**config.mk**
```make
export PLATFORM = sky130hd
export DESIGN_NAME = ddr2_cmd_spacing_mon
export DESIGN_NICKNAME = d
export VERILOG_FILES = /design/src/rtl/ddr2_spc_pkg.sv /design/src/rtl/ddr2_spc_hold_cnt.sv /design/src/rtl/ddr2_spc_bank_timer.sv /design/src/rtl/ddr2_spc_bus_timer.sv /design/src/rtl/ddr2_spc_reporter.sv /design/src/rtl/ddr2_cmd_spacing_mon.sv
export SDC_FILE = /design/constraint.sdc
export NUM_CORES = 1
export LEC_CHECK = 0
export BUFFER_PORTS_ARGS = -buffer_cell sky130_fd_sc_hd__buf_2
export CAP_MARGIN = 20
export CORE_AREA = 2 2 154 156
export CTS_BUF_LIST = sky130_fd_sc_hd__clkbuf_4 sky130_fd_sc_hd__clkbuf_8 sky130_fd_sc_hd__clkbuf_16
export DETAILED_ROUTE_END_ITERATION = 8
export DIE_AREA = 0 0 156 158
export PLACE_DENSITY = 0.35
export SLEW_MARGIN = 20
export SYNTH_ARGS = -nofsm -noshare
export SYNTH_HDL_FRONTEND = slang
export SYNTH_SLANG_ARGS = --single-unit
```
**constraint.sdc**
```tcl
create_clock -name clk -period 3.82 [get_ports clk]
set_input_delay 0.382 -clock clk [delete_from_list [all_inputs] [get_ports clk]]
set_output_delay 0.382 -clock clk [all_outputs]
set_load 0.1 [all_outputs]
```
**src/rtl/ddr2_spc_pkg.sv**
```systemverilog
`timescale 1ns/1ps
package ddr2_spc_pkg;
  localparam int CMD_W  = 3;
  localparam int RULE_W = 3;
  localparam int NRULE  = 5;

  localparam logic [CMD_W-1:0] CMD_NOP = 3'd0;
  localparam logic [CMD_W-1:0] CMD_ACT = 3'd1;
  localparam logic [CMD_W-1:0] CMD_RD  = 3'd2;
  localparam logic [CMD_W-1:0] CMD_RDA = 3'd3;
  localparam logic [CMD_W-1:0] CMD_WR  = 3'd4;
  localparam logic [CMD_W-1:0] CMD_WRA = 3'd5;
  localparam logic [CMD_W-1:0] CMD_PRE = 3'd6;

  // rule codes; a larger code wins when several fire together
  localparam logic [RULE_W-1:0] RULE_NONE = 3'd0;
  localparam logic [RULE_W-1:0] RULE_RRD  = 3'd1;
  localparam logic [RULE_W-1:0] RULE_RTP  = 3'd2;
  localparam logic [RULE_W-1:0] RULE_WREC = 3'd3;
  localparam logic [RULE_W-1:0] RULE_WTR  = 3'd4;
  localparam logic [RULE_W-1:0] RULE_DAL  = 3'd5;

  function automatic int ceil_div(input int num, input int den);
    return (num + den - 1) / den;
  endfunction

  function automatic int max2(input int a, input int b);
    return (a > b) ? a : b;
  endfunction
endpackage

```
**src/rtl/ddr2_spc_hold_cnt.sv**
```systemverilog
`timescale 1ns/1ps
// Busy while fewer than LIM clocks have passed since the last load.
module ddr2_spc_hold_cnt #(
  parameter int CW  = 4,
  parameter int LIM = 2
) (
  input  logic clk,
  input  logic rst,
  input  logic load,
  output logic busy
);
  localparam logic [CW-1:0] LOADV = CW'(LIM - 1);

  logic [CW-1:0] cnt;

  always_ff @(posedge clk) begin
    if (rst)             cnt <= '0;
    else if (load)       cnt <= LOADV;
    else if (cnt != '0)  cnt <= cnt - 1'b1;
  end

  assign busy = (cnt != '0);
endmodule

```
**src/rtl/ddr2_spc_bank_timer.sv**
```systemverilog
`timescale 1ns/1ps
// Per-bank spacing state: read-to-precharge, write recovery, auto-precharge.
module ddr2_spc_bank_timer #(
  parameter int CW       = 4,
  parameter int RTP_LIM  = 2,
  parameter int WREC_LIM = 10,
  parameter int DAL_LIM  = 14
) (
  input  logic clk,
  input  logic rst,
  input  logic rd_hit,
  input  logic wr_hit,
  input  logic wra_hit,
  output logic rtp_busy,
  output logic wrec_busy,
  output logic dal_busy
);
  ddr2_spc_hold_cnt #(.CW(CW), .LIM(RTP_LIM)) u_rtp (
    .clk(clk), .rst(rst), .load(rd_hit), .busy(rtp_busy)
  );

  ddr2_spc_hold_cnt #(.CW(CW), .LIM(WREC_LIM)) u_wrec (
    .clk(clk), .rst(rst), .load(wr_hit), .busy(wrec_busy)
  );

  ddr2_spc_hold_cnt #(.CW(CW), .LIM(DAL_LIM)) u_dal (
    .clk(clk), .rst(rst), .load(wra_hit), .busy(dal_busy)
  );
endmodule

```
**src/rtl/ddr2_spc_bus_timer.sv**
```systemverilog
`timescale 1ns/1ps
// Bus-wide spacing state: activate-to-activate and write-to-read.
module ddr2_spc_bus_timer #(
  parameter int CW      = 4,
  parameter int BA_W    = 3,
  parameter int RRD_LIM = 2,
  parameter int WTR_LIM = 8
) (
  input  logic            clk,
  input  logic            rst,
  input  logic            act_seen,
  input  logic            wr_seen,
  input  logic [BA_W-1:0] bank,
  output logic            rrd_busy,
  output logic [BA_W-1:0] last_act_bank,
  output logic            wtr_busy
);
  ddr2_spc_hold_cnt #(.CW(CW), .LIM(RRD_LIM)) u_rrd (
    .clk(clk), .rst(rst), .load(act_seen), .busy(rrd_busy)
  );

  ddr2_spc_hold_cnt #(.CW(CW), .LIM(WTR_LIM)) u_wtr (
    .clk(clk), .rst(rst), .load(wr_seen), .busy(wtr_busy)
  );

  always_ff @(posedge clk) begin
    if (rst)           last_act_bank <= '0;
    else if (act_seen) last_act_bank <= bank;
  end
endmodule

```
**src/rtl/ddr2_spc_reporter.sv**
```systemverilog
`timescale 1ns/1ps
// Picks the highest rule that fired and registers the report.
module ddr2_spc_reporter
  import ddr2_spc_pkg::*;
#(
  parameter int BA_W = 3
) (
  input  logic              clk,
  input  logic              rst,
  input  logic [NRULE-1:0]  hit,
  input  logic [BA_W-1:0]   bank,
  input  logic [CMD_W-1:0]  cmd,
  output logic              sticky,
  output logic              valid,
  output logic [RULE_W-1:0] rule,
  output logic [BA_W-1:0]   rep_bank,
  output logic [CMD_W-1:0]  rep_cmd
);
  logic [RULE_W-1:0] code;
  logic              any;

  always_comb begin
    code = RULE_NONE;
    for (int k = 0; k < NRULE; k++) begin
      if (hit[k]) code = RULE_W'(k + 1);
    end
  end

  assign any = |hit;

  always_ff @(posedge clk) begin
    if (rst) begin
      sticky   <= 1'b0;
      valid    <= 1'b0;
      rule     <= RULE_NONE;
      rep_bank <= '0;
      rep_cmd  <= CMD_NOP;
    end else begin
      sticky   <= sticky | any;
      valid    <= any;
      rule     <= code;
      rep_bank <= any ? bank : '0;
      rep_cmd  <= any ? cmd : CMD_NOP;
    end
  end
endmodule

```
**src/rtl/ddr2_cmd_spacing_mon.sv**
```systemverilog
`timescale 1ns/1ps
module ddr2_cmd_spacing_mon
  import ddr2_spc_pkg::*;
#(
  parameter int NUM_BANKS  = 8,
  parameter int TCK_PS     = 3750,
  parameter int RL         = 5,
  parameter int BL         = 4,
  parameter int PAGE_2KB   = 0,
  parameter int WR_CLK     = 4,
  parameter int TRRD_1K_PS = 7500,
  parameter int TRRD_2K_PS = 10000,
  parameter int TRTP_PS    = 7500,
  parameter int TWR_PS     = 15000,
  parameter int TWTR_PS    = 7500,
  parameter int TRP_PS     = 15000,
  localparam int BA_W      = $clog2(NUM_BANKS)
) (
  input  logic            clk,
  input  logic            rst,
  input  logic [2:0]      cmd_i,
  input  logic [BA_W-1:0] bank_i,
  output logic            err_sticky_o,
  output logic            err_valid_o,
  output logic [2:0]      err_rule_o,
  output logic [BA_W-1:0] err_bank_o,
  output logic [2:0]      err_cmd_o
);
  // elaboration-time conversion to clocks
  localparam int WL        = RL - 1;
  localparam int WDATA_END = WL + BL / 2;
  localparam int RRD_PS    = (PAGE_2KB != 0) ? TRRD_2K_PS : TRRD_1K_PS;
  localparam int RRD_LIM   = max2(1, ceil_div(RRD_PS, TCK_PS));
  localparam int RTP_LIM   = max2(1, ceil_div(TRTP_PS, TCK_PS));
  localparam int WREC_LIM  = WDATA_END + ceil_div(TWR_PS, TCK_PS);
  localparam int WTR_LIM   = WDATA_END + ceil_div(TWTR_PS, TCK_PS);
  localparam int DAL_LIM   = WDATA_END + WR_CLK + ceil_div(TRP_PS, TCK_PS);
  localparam int MAX_LIM   = max2(max2(max2(RRD_LIM, RTP_LIM), max2(WREC_LIM, WTR_LIM)), DAL_LIM);
  localparam int CW        = $clog2(MAX_LIM + 1);

  logic is_act, is_rd, is_wr, is_wra, is_pre;

  assign is_act = (cmd_i == CMD_ACT);
  assign is_rd  = (cmd_i == CMD_RD) || (cmd_i == CMD_RDA);
  assign is_wr  = (cmd_i == CMD_WR) || (cmd_i == CMD_WRA);
  assign is_wra = (cmd_i == CMD_WRA);
  assign is_pre = (cmd_i == CMD_PRE);

  logic [NUM_BANKS-1:0] rtp_busy, wrec_busy, dal_busy;

  for (genvar b = 0; b < NUM_BANKS; b++) begin : g_bank
    logic sel;
    assign sel = (bank_i == BA_W'(b));

    ddr2_spc_bank_timer #(
      .CW(CW), .RTP_LIM(RTP_LIM), .WREC_LIM(WREC_LIM), .DAL_LIM(DAL_LIM)
    ) u_bt (
      .clk(clk), .rst(rst),
      .rd_hit(sel && is_rd), .wr_hit(sel && is_wr), .wra_hit(sel && is_wra),
      .rtp_busy(rtp_busy[b]), .wrec_busy(wrec_busy[b]), .dal_busy(dal_busy[b])
    );
  end

  logic            rrd_busy, wtr_busy;
  logic [BA_W-1:0] last_act_bank;

  ddr2_spc_bus_timer #(
    .CW(CW), .BA_W(BA_W), .RRD_LIM(RRD_LIM), .WTR_LIM(WTR_LIM)
  ) u_bus (
    .clk(clk), .rst(rst), .act_seen(is_act), .wr_seen(is_wr), .bank(bank_i),
    .rrd_busy(rrd_busy), .last_act_bank(last_act_bank), .wtr_busy(wtr_busy)
  );

  // bit k carries rule code k+1
  logic [NRULE-1:0] hit;

  assign hit[0] = is_act && rrd_busy && (bank_i != last_act_bank);
  assign hit[1] = is_pre && rtp_busy[bank_i];
  assign hit[2] = is_pre && wrec_busy[bank_i];
  assign hit[3] = is_rd  && wtr_busy;
  assign hit[4] = is_act && dal_busy[bank_i];

  ddr2_spc_reporter #(.BA_W(BA_W)) u_rep (
    .clk(clk), .rst(rst), .hit(hit), .bank(bank_i), .cmd(cmd_i),
    .sticky(err_sticky_o), .valid(err_valid_o), .rule(err_rule_o),
    .rep_bank(err_bank_o), .rep_cmd(err_cmd_o)
  );
endmodule

```
==> results.yml, run 1 <==
grt:
  track_usage_pct: 12.1
  grt_max_degree: 91
  grt_remaining_overflow: 0
  global_route.usage.met3_pct: 3.50
  grt_pass1_vias: 4427
  top_usage_layer: "met2"
  grtUsageMet1_pct: 15.3
  antenna_found_initial: 0
  grt_pass1_wl_microns: 23000
  met2_usage_pct: 20.2
worst_setup_path:
  cp-end-kind: "flip-flop"
  worstSetupPathType: "reg -> reg"
  reg2reg_depth: 8
  crit_start: "g_bank[3].u_bt.u_dal.cnt[0]"
  arrival_ns: 2.56
  path_max_fanout: 6
  required_ns: 4.09
  r2r-end: "u_rep.rep_bank[1]"
  cp-endpoint: "u_rep.rep_bank[1]"
  r2r-start: "g_bank[3].u_bt.u_dal.cnt[0]"
  r2r_slack_ns: 1.54
  start_kind: "flip-flop"
timing:
  tns_ns: 0
  holdWs_ns: 0.299
  finalMaxSlewViolations: 0
  fin_crit_sh_pct: 59.8
  rsz0062_at_grt: "false"
  fin_skew_ns: 0.00689
  slew_headroom_pct: 30.6
  min_period_ns: 2.28
  setup_viol: 0
  worst_pin_slew_ns: 1.04
  max_freq_mhz: 438
  hold_viol_final: 0
floorplanning:
  die_w_microns: 156
  fp-row-count: 56
  die_y_microns: 158
  die_area_sq_um: 24600
  floorplan.initialDensity_pct: 24.7
  io_pins: 19
  coreArea_sq_um: 23100
clock_network:
  post_cts_buffers: 0
  cts_htree_levels: 4
  cts_root_buffer: "clkbuf_16"
  cts_tree: "done"
  cts_made_buffers: 17
  path_clk_slew_ns: 0.06
  cts_max_path_buffers: 2
  cts.sinks: 118
  cts_resized: 0
  clk_latency_ns: 0.41
  cts_hold_buf: 0
yosys:
  synth-main-ff-cell: "dfxtp_1"
  syn_avg_cell_area_sq_um: 8.54
  synth_edf_count: 0
  yosys_warnings: 0
  synthDominantCellAreaShare_pct: 41.5
  netlist_instances: 666
  synth.distinct_cells: 44
  yosysTopAreaCell: "dfxtp_1"
  syn_area_sq_um: 5690
  synthArstFlopShare_pct: 0
  synth-seq-cells: 118
  synth_area_leaders: "dfxtp_1 42%, a21oi_1 7.3%, ha_1 6.2%"
  synth-seq-area-share_pct: 41.5
  syn_nets: 702
pwr:
  seq_power_share_pct: 32.1
  swShare_pct: 37.6
  comb_power_share_pct: 42.5
  p_int_mw: 3.89
  p_clk_share_pct: 25.4
  net-switching-power_mw: 2.35
  p_leak_nw: 2.52
  power.density_nw_per_um2: 938
  irDropWorstVdd_uv: 295
placed_design:
  port_buffers: 18
  post-dp-hpwl_microns: 10100
  gp_congestion: 0.784
cells_and_area:
  drive_gt1_share_pct: 11.5
  area_growth_syn_to_layout_pct: 16.9
  diodes: 0
  final_cell_mix: "118 x dfxtp_1, 83 x a21oi_1, 63 x nor2_1, 58 x inv_1, 49 x nor3_1"
  final_common_cell: "dfxtp_1"
  fin_nets: 719
outcome:
  status: "finished, final reports clean"
routing:
  postRouteAntennaNets: 0
  viasPerCell: 4.55
  first_pass_iters: 4
  post-route-drc-count: 0
  wl_per_cell_microns: 14.2
  drt-total-wl_microns: 14000
  vias: 4489
  drtIter0Drc: 221
flow_run:
  maxCapViolCount: 0
hold_path:
  min_from: "cmd_i[1]"
  hold-path-cell-count: 2
  worstHoldPathType: "in -> reg"
[power groups by stage]
stage	registers, mW	clock network, mW	logic (mW)
global route	2.07	1.69	3.03
finish	2.00	1.58	2.65
detailed placement	2.03	0	2.66
CTS	2.00	1.64	2.68
floorplan	2.08	0	2.08
global placement	2.02	0	2.61
[cells by family (layout without fill, tap and decap cells)]
kind of cell | Yosys count | in the layout | synth area share [%]
and+or+nand+nor | 261 | 261 | 25.7
AOI/OAI and AO/OA | 131 | 131 | 13.4
DFF | 118 | 118 | 41.5
buffers and inverters | 80 | 110 | 5.54
xor gates and xnor gates | 40 | 40 | 6.16
adders and majority gates | 28 | 28 | 6.16
muxes | 8 | 8 | 1.52
[cells in the mapped netlist, types with 14 or more instances]
| library cell | n |
|---|---|
| dfxtp_1 | 118 |
| a21oi_1 | 83 |
| nor2_1 | 63 |
| inv_1 | 58 |
| nor3_1 | 49 |
| xnor2_1 | 37 |
| nand2_1 | 33 |
| ha_1 | 28 |
| nand2b_1 | 23 |
| or3_1 | 20 |
| nand3b_1 | 19 |
| a211oi_1 | 14 |
[state kept, by name, indices dropped and copies added (netlist names), 4 cells and up]
signal and cells:
g_bank.u_bt.u_dal.cnt 32, g_bank.u_bt.u_wrec.cnt 32, u_bus.u_wtr.cnt 4, g_bank.u_bt.u_rtp.cnt 32, u_bus.u_rrd.cnt 4
[how the worst min path moves through the flow]
stage / slack (ns) / end
2_1_floorplan: 0.46 / g_bank[3].u_bt.u_rtp.cnt[2]
3_3_place_gp: 0.48 / g_bank[2].u_bt.u_rtp.cnt[2]
3_5_place_dp: 0.49 / g_bank[2].u_bt.u_rtp.cnt[2]
4_1_cts: 0.29 / u_rep.rep_cmd[1]
5_1_grt: 0.28 / u_rep.rep_cmd[1]
6_report: 0.30 / u_rep.rep_cmd[1]
[metrics by stage]
stage                     worst slack [ns]  cell area [sq um]  total power, mW  util (%)  cells
after floorplan                       1.93               5690             4.16         -    666
after global placement                1.59               6060             4.63      26.3    954
after detailed placement              1.51               6060             4.68      26.3    954
after CTS                             1.48               6650             6.33      28.8    986
after global routing                  1.28               6650             6.79      28.8    986
final                                 1.54               6650             6.24      28.8    986
[layer usage]
metal / wire [microns] / up-vias / share of wire, %
met4: 150 / 0 / 1.1
met2: 6580 / 37 / 47
li1: - / 2340 / -
met5: 0 / - / 0
met1: 6860 / 2102 / 49
met3: 376 / 10 / 2.7
[critical path, cell delays in order (launching register included)]
cell and delay (ns):
dfxtp_1 0.31, inv_1 0.08, ha_1 0.20, nor3b_1 0.49, a2111oi_0 0.18, nor4_2 0.28
o211ai_2 0.19, a31oi_4 0.31, a21oi_1 0.11
[layout make-up]
cell class | count | area (sq um)
well taps | 290 | 363
clock buffers | 20 | 460
fillers | 2373 | 16400
multi-input cells | 468 | 3010
inverters | 58 | 218
flip-flops and latches | 118 | 2360
clock inverters | 12 | 129
repair buffers | 20 | 105
No activity file was read; power rests on OpenSTA's default activity.
==> inputs of run 2 (changes only) <==
Settings changed: ABC_AREA from default to 1, CORE_AREA 2 2 154 156 to 2 2 156 158, DIE_AREA 0 0 156 158 to 0 0 158 160, PLACE_DENSITY 0.35 to 0.36.
Clock period 3.82 ns to 2.1 ns, I/O delays scaled along.
==> run 2 against run 1 <==
Compared with the run above:
- final cell count increased by 19%
- clock skew grew 0.0045 ns
- flip-flop and latch count unchanged
- core utilization increased by 0.93 points
- critical path depth up 3
- worst setup slack lost 1.3 ns
- worst hold slack worse by 0.15 ns
- non-clock buffer count rose by 20
- sequential power increased by 82%
- global-route usage is 0.18 points higher
- critical path type unchanged
- critical endpoint is now u_rep.rep_bank[2]
==> results.yml, run 2 <==
cells_and_area:
  largestRegisters: "g_bank.u_bt.u_dal.cnt (32), g_bank.u_bt.u_rtp.cnt (32), g_bank.u_bt.u_wrec.cnt (32)"
  drive_gt1_share_pct: 12.6
  final_common_cell: "inv_1"
  final_cell_mix: "144 x inv_1, 123 x nand2_1, 118 x dfxtp_1, 80 x nor2_1, 57 x a21oi_1"
  diodes: 0
  area_growth_syn_to_layout_pct: 21.9
  multi_input_comb_area_sq_um: 2850
  fillers: 2600
  finalInstanceArea_sq_um: 7090
  final_cells: 1178
  fin_nets: 877
  seq_area_sq_um: 2360
timing:
  hold_viol_final: 0
  worst_pin_slew_ns: 0.555
  fin_skew_ns: 0.0114
  holdWs_ns: 0.151
  finalMaxSlewViolations: 0
  max_freq_mhz: 527
  min_period_ns: 1.90
  slew_headroom_pct: 62.9
  setup_viol: 0
  tns_ns: 0
  rsz0062_at_grt: "false"
  fin_crit_sh_pct: 90.4
worst_setup_path:
  worstSetupPathType: "reg -> reg"
  start_kind: "flip-flop"
  cp-end-kind: "flip-flop"
  required_ns: 2.39
  arrival_ns: 2.19
  path_max_fanout: 9
placed_design:
  dp.cells: 1146
  port_buffers: 18
  post-dp-hpwl_microns: 10400
  post_dp_cell_area_sq_um: 6450
  gp_congestion: 0.735
clock_network:
  cts.sinks: 118
  cts_max_path_buffers: 2
  cts_made_buffers: 17
  cts_htree_levels: 4
  cts_hold_buf: 0
  post_cts_buffers: 0
  clk_latency_ns: 0.42
  cts_root_buffer: "clkbuf_16"
  path_clk_slew_ns: 0.06
  cts_tree: "done"
  cts_resized: 0
floorplanning:
  die_y_microns: 160
  fp-row-count: 57
  io_pins: 19
  coreArea_sq_um: 23800
  die_area_sq_um: 25300
  floorplan.initialDensity_pct: 24.4
  die_w_microns: 158
routing:
  wl_per_cell_microns: 12.3
  postRouteAntennaNets: 0
  viasPerCell: 4.07
  drt-total-wl_microns: 14500
  vias: 4790
  first_pass_iters: 4
  post-route-drc-count: 0
  drtIter0Drc: 271
yosys:
  synth.distinct_cells: 33
  yosysMostFrequentCell: "inv_1"
  yosys_warnings: 0
  yosys-top-cells-count: "144 x inv_1, 123 x nand2_1, 118 x dfxtp_1"
  synth-main-ff-cell: "dfxtp_1"
  syn_nets: 828
  synth_area_leaders: "dfxtp_1 41%, inv_1 9.3%, nand2_1 7.9%"
  syn_avg_cell_area_sq_um: 7.35
  synthDominantCellAreaShare_pct: 40.6
  netlist_instances: 792
  synth-seq-area-share_pct: 40.6
  syn_area_sq_um: 5820
  synth_edf_count: 0
  synthArstFlopShare_pct: 0
  synth-seq-cells: 118
  yosysTopAreaCell: "dfxtp_1"
pwr:
  power.density_nw_per_um2: 1700
  total_power_mw: 12.1
  p_leak_nw: 3.22
  irDropWorstVdd_uv: 637
grt:
  grt_remaining_overflow: 0
  track_usage_pct: 12.3
  grt_max_degree: 49
  grt_pass1_vias: 4652
  antenna_found_initial: 0
  grt_pass1_wl_microns: 23800
hold_path:
  worstHoldPathType: "in -> reg"
outcome:
  status: "finished, final reports clean"
flow_run:
  maxCapViolCount: 0
run 2: changes by cell type after synthesis, sizes merged, moves of 24 or more:
cell,previous run,this run
a21oi,83,57
inv,58,150
nand2,33,125
nand3,5,41
o21ai,14,38
run 2: where the power goes:
part	switching, mW	leakage [nW]	internal (mW)	total, mW
clock network	1.14	0.307	2.03	3.17
registers	0.532	0.975	3.10	3.63
logic	3.04	1.94	2.23	5.27
run 2: metrics by stage:
stage | setup WS [ns] | util (%)
floorplan | 0.486 | -
global placement | 0.183 | 27.1
detailed placement | 0.207 | 27.1
CTS | 0.186 | 29.8
global route | 0.00176 | 29.8
finish | 0.201 | 29.8
run 2: cell families (layout without fill, tap and decap cells):
family / Yosys count / after routing / share of synthesized area, %
adder cells (fa/ha/maj): 28 / 28 / 6.02
XOR/XNOR: 48 / 48 / 7.23
AND/OR/NAND/NOR: 326 / 326 / 25.3
multiplexers: 2 / 2 / 0.344
flip-flops: 118 / 118 / 40.6
buffers and inverters: 160 / 222 / 10.3
AO/OA/AOI/OAI: 110 / 110 / 10.1
run 2: final timing paths:
kind	to	cells after the start	slack, ns	startpoint
worst min register to register	u_bus.u_wtr.cnt[3]	1	0.44	u_bus.u_wtr.cnt[3]
worst max register to register	u_rep.rep_bank[2]	11	0.20	g_bank[3].u_bt.u_wrec.cnt[0]
worst min-delay path	u_rep.rep_bank[1]	3	0.15	bank_i[1]
worst max-delay path	u_rep.rep_bank[2]	11	0.20	g_bank[3].u_bt.u_wrec.cnt[0]
run 2: metal layers:
metal  global-route usage (%)  wire length (microns)  up-vias
met5                        0                      0        -
met4                     4.30                    132        0
met3                     3.20                    351        7
met2                     18.7                   6470       38
met1                     16.7                   7550     2143
li1                         -                      -     2602
run 2: final cells by class:
class                   count  area share, %
well taps                 324           5.72
repair buffers             40           3.77
multi-input cells         514           40.2
flip-flops and latches    118           33.3
inverters                 150           7.94
clock buffers              18           6.19
clock inverters            14           2.84
run 2: worst max-delay path, stage by stage, from the launching register on:
cell and delay (ns):
dfxtp_1 0.32, inv_1 0.10, ha_1 0.21, nand3_1 0.18
o21ai_0 0.26, inv_1 0.07, nand2_1 0.06, nand2_1 0.05
nand2_1 0.07, nand3_1 0.11, o21bai_4 0.27, nor2_1 0.08
==> inputs of run 3 (changes only) <==
Settings changed: CORE_AREA 2 2 156 158 to 2 2 105 107, DIE_AREA 0 0 158 160 to 0 0 107 109, PLACE_DENSITY 0.36 to 0.68.
Clock period 2.1 ns to 2 ns, I/O delays scaled along.
==> run 3 against run 2 <==
Compared with the run above:
- routed wire length decreased by 12%
- final cell count down 16%
- core utilization up 34 points
- critical path type unchanged
- highest routed layer unchanged
- count of clock-buffer cells in the layout grew 1
- sequential share of layout area rose by 1.6 points
- maximum frequency grew 3.8%
- die area is 54% lower
==> results.yml, run 3 (same netlist as run 2, synthesis figures left out) <==
routing:
  viasPerCell: 5.07
  postRouteAntennaNets: 0
  vias: 5003
  first_pass_iters: 5
  post-route-drc-count: 0
  drtIter0Drc: 251
  wl_per_cell_microns: 12.9
  drt-total-wl_microns: 12700
pwr:
  p_clk_share_pct: 24.4
  p_int_mw: 7.51
  power.density_nw_per_um2: 1830
  net-switching-power_mw: 4.86
  seq_power_share_pct: 31.0
  irDropWorstVdd_uv: 950
  swShare_pct: 39.3
  comb_power_share_pct: 44.6
  p_leak_nw: 3.15
timing:
  worst_pin_slew_ns: 0.597
  slew_headroom_pct: 60.1
  setup_viol: 0
  tns_ns: 0
  fin_crit_sh_pct: 91.5
  min_period_ns: 1.83
  max_freq_mhz: 547
  setup_slack_ns: 0.170
  finalMaxSlewViolations: 0
  hold_viol_final: 0
  fin_skew_ns: 0.00810
worst_setup_path:
  cp-end-kind: "flip-flop"
  start_kind: "flip-flop"
  r2r-start: "g_bank[3].u_bt.u_wrec.cnt[0]"
  path_max_fanout: 5
  worstSetupPathType: "reg -> reg"
  crit_start: "g_bank[3].u_bt.u_wrec.cnt[0]"
  arrival_ns: 2.25
  required_ns: 2.42
placed_design:
  post_dp_cell_area_sq_um: 6140
  port_buffers: 18
  dp.cells: 953
  gp_congestion: 0.806
  post-dp-hpwl_microns: 9130
  pre_cts_slack_ns: 0.164
grt:
  grt_max_degree: 49
  track_usage_pct: 23.7
  grt_pass1_vias: 4804
  grt_pass1_wl_microns: 21300
  grt_remaining_overflow: 0
  antenna_found_initial: 0
clock_network:
  cts.sinks: 118
  cts_htree_levels: 4
  post_cts_buffers: 0
  cts_root_buffer: "clkbuf_8"
  cts_max_path_buffers: 2
  path_clk_slew_ns: 0.06
  cts_made_buffers: 17
  cts_tree: "done"
  clk_latency_ns: 0.54
cells_and_area:
  final_common_cell: "inv_1"
  drive_gt1_share_pct: 12.1
  area_growth_syn_to_layout_pct: 16.2
  largestRegisters: "g_bank.u_bt.u_dal.cnt (32), g_bank.u_bt.u_rtp.cnt (32), g_bank.u_bt.u_wrec.cnt (32)"
  fin_nets: 869
  final_cell_mix: "144 x inv_1, 123 x nand2_1, 118 x dfxtp_1, 79 x nor2_1, 57 x a21oi_1"
  finalInstanceArea_sq_um: 6760
  diodes: 0
  final_cells: 986
outcome:
  status: "finished, final reports clean"
flow_run:
  maxCapViolCount: 0
floorplanning:
  die_area_sq_um: 11700
  floorplan.initialDensity_pct: 54.9
  coreArea_sq_um: 10600
  fp-row-count: 38
  io_pins: 19
  die_w_microns: 107
  die_y_microns: 109
hold_path:
  worstHoldPathType: "in -> reg"
  min_from: "bank_i[0]"
[run 3: cell types whose count changed in the layout (fill, tap and decap cells not counted), moves of 3 or more]
cell        before  now
clkinv_2         1    4
clkinvlp_4       2    5
buf_4           21   13
clkinv_4         6    1
[run 3: worst paths after layout]
path / endpoint / cells after the start / slack [ns]
worst max-delay path: u_rep.rep_cmd[1] / 11 / 0.17
worst min-delay path: u_rep.rep_bank[0] / 3 / 0.03
worst max register to register: u_rep.rep_cmd[1] / 11 / 0.17
worst min register to register: u_bus.u_wtr.cnt[3] / 1 / 0.45
[run 3: critical path, cell delays in order, from the launching register on]
cell,delay [ns]
dfxtp_1,0.31
inv_1,0.08
ha_1,0.21
nand3_1,0.19
o21ai_0,0.19
inv_1,0.06
nand2_1,0.06
nand2_1,0.05
nand2_1,0.10
nand3_2,0.16
o21bai_4,0.24
nor2_1,0.06
[run 3: what timing repair did]
item / 4_1_cts / 5_1_grt
endpoints found under the setup margin: 0 / 9
hold buffers: 0 / 0
endpoints found under the hold margin: 0 / 0
gates resized for setup: 0 / 3
[run 3: area by class of cell]
| cell class | count | area, sq um |
|---|---|---|
| inverters | 150 | 563 |
| fillers | 893 | 3840 |
| multi-input cells | 515 | 2880 |
| well taps | 140 | 175 |
| repair buffers | 31 | 188 |
| clock buffers | 19 | 435 |
| flip-flops and latches | 118 | 2360 |
| clock inverters | 13 | 156 |
[run 3: metal layers]
layer	GRT usage [%]	vias to the layer above	wire length (microns)
met4	9.74	0	229
li1	-	2590	-
met2	43.1	91	6580
met3	5.86	18	506
met5	0	-	0
met1	26.4	2304	5430
[run 3: through the flow]
step	power (mW)	hold WS [ns]	util, %
after floorplan	8.14	0.346	-
after global placement	9.02	0.429	57.9
after detailed placement	9.29	0.439	57.9
after CTS	12.4	0.0118	63.5
after global routing	13.4	0.0232	63.8
final	12.4	0.0328	63.8
[run 3: power by group through the flow]
stage          Sequential (mW)  Combinational (mW)  Clock, mW
6_report                  3.84                5.52       3.01
4_1_cts                   3.83                5.51       3.06
3_5_place_dp              3.86                5.43          0
2_1_floorplan             4.01                4.13          0
5_1_grt                   3.93                6.33       3.18
3_3_place_gp              3.83                5.20          0
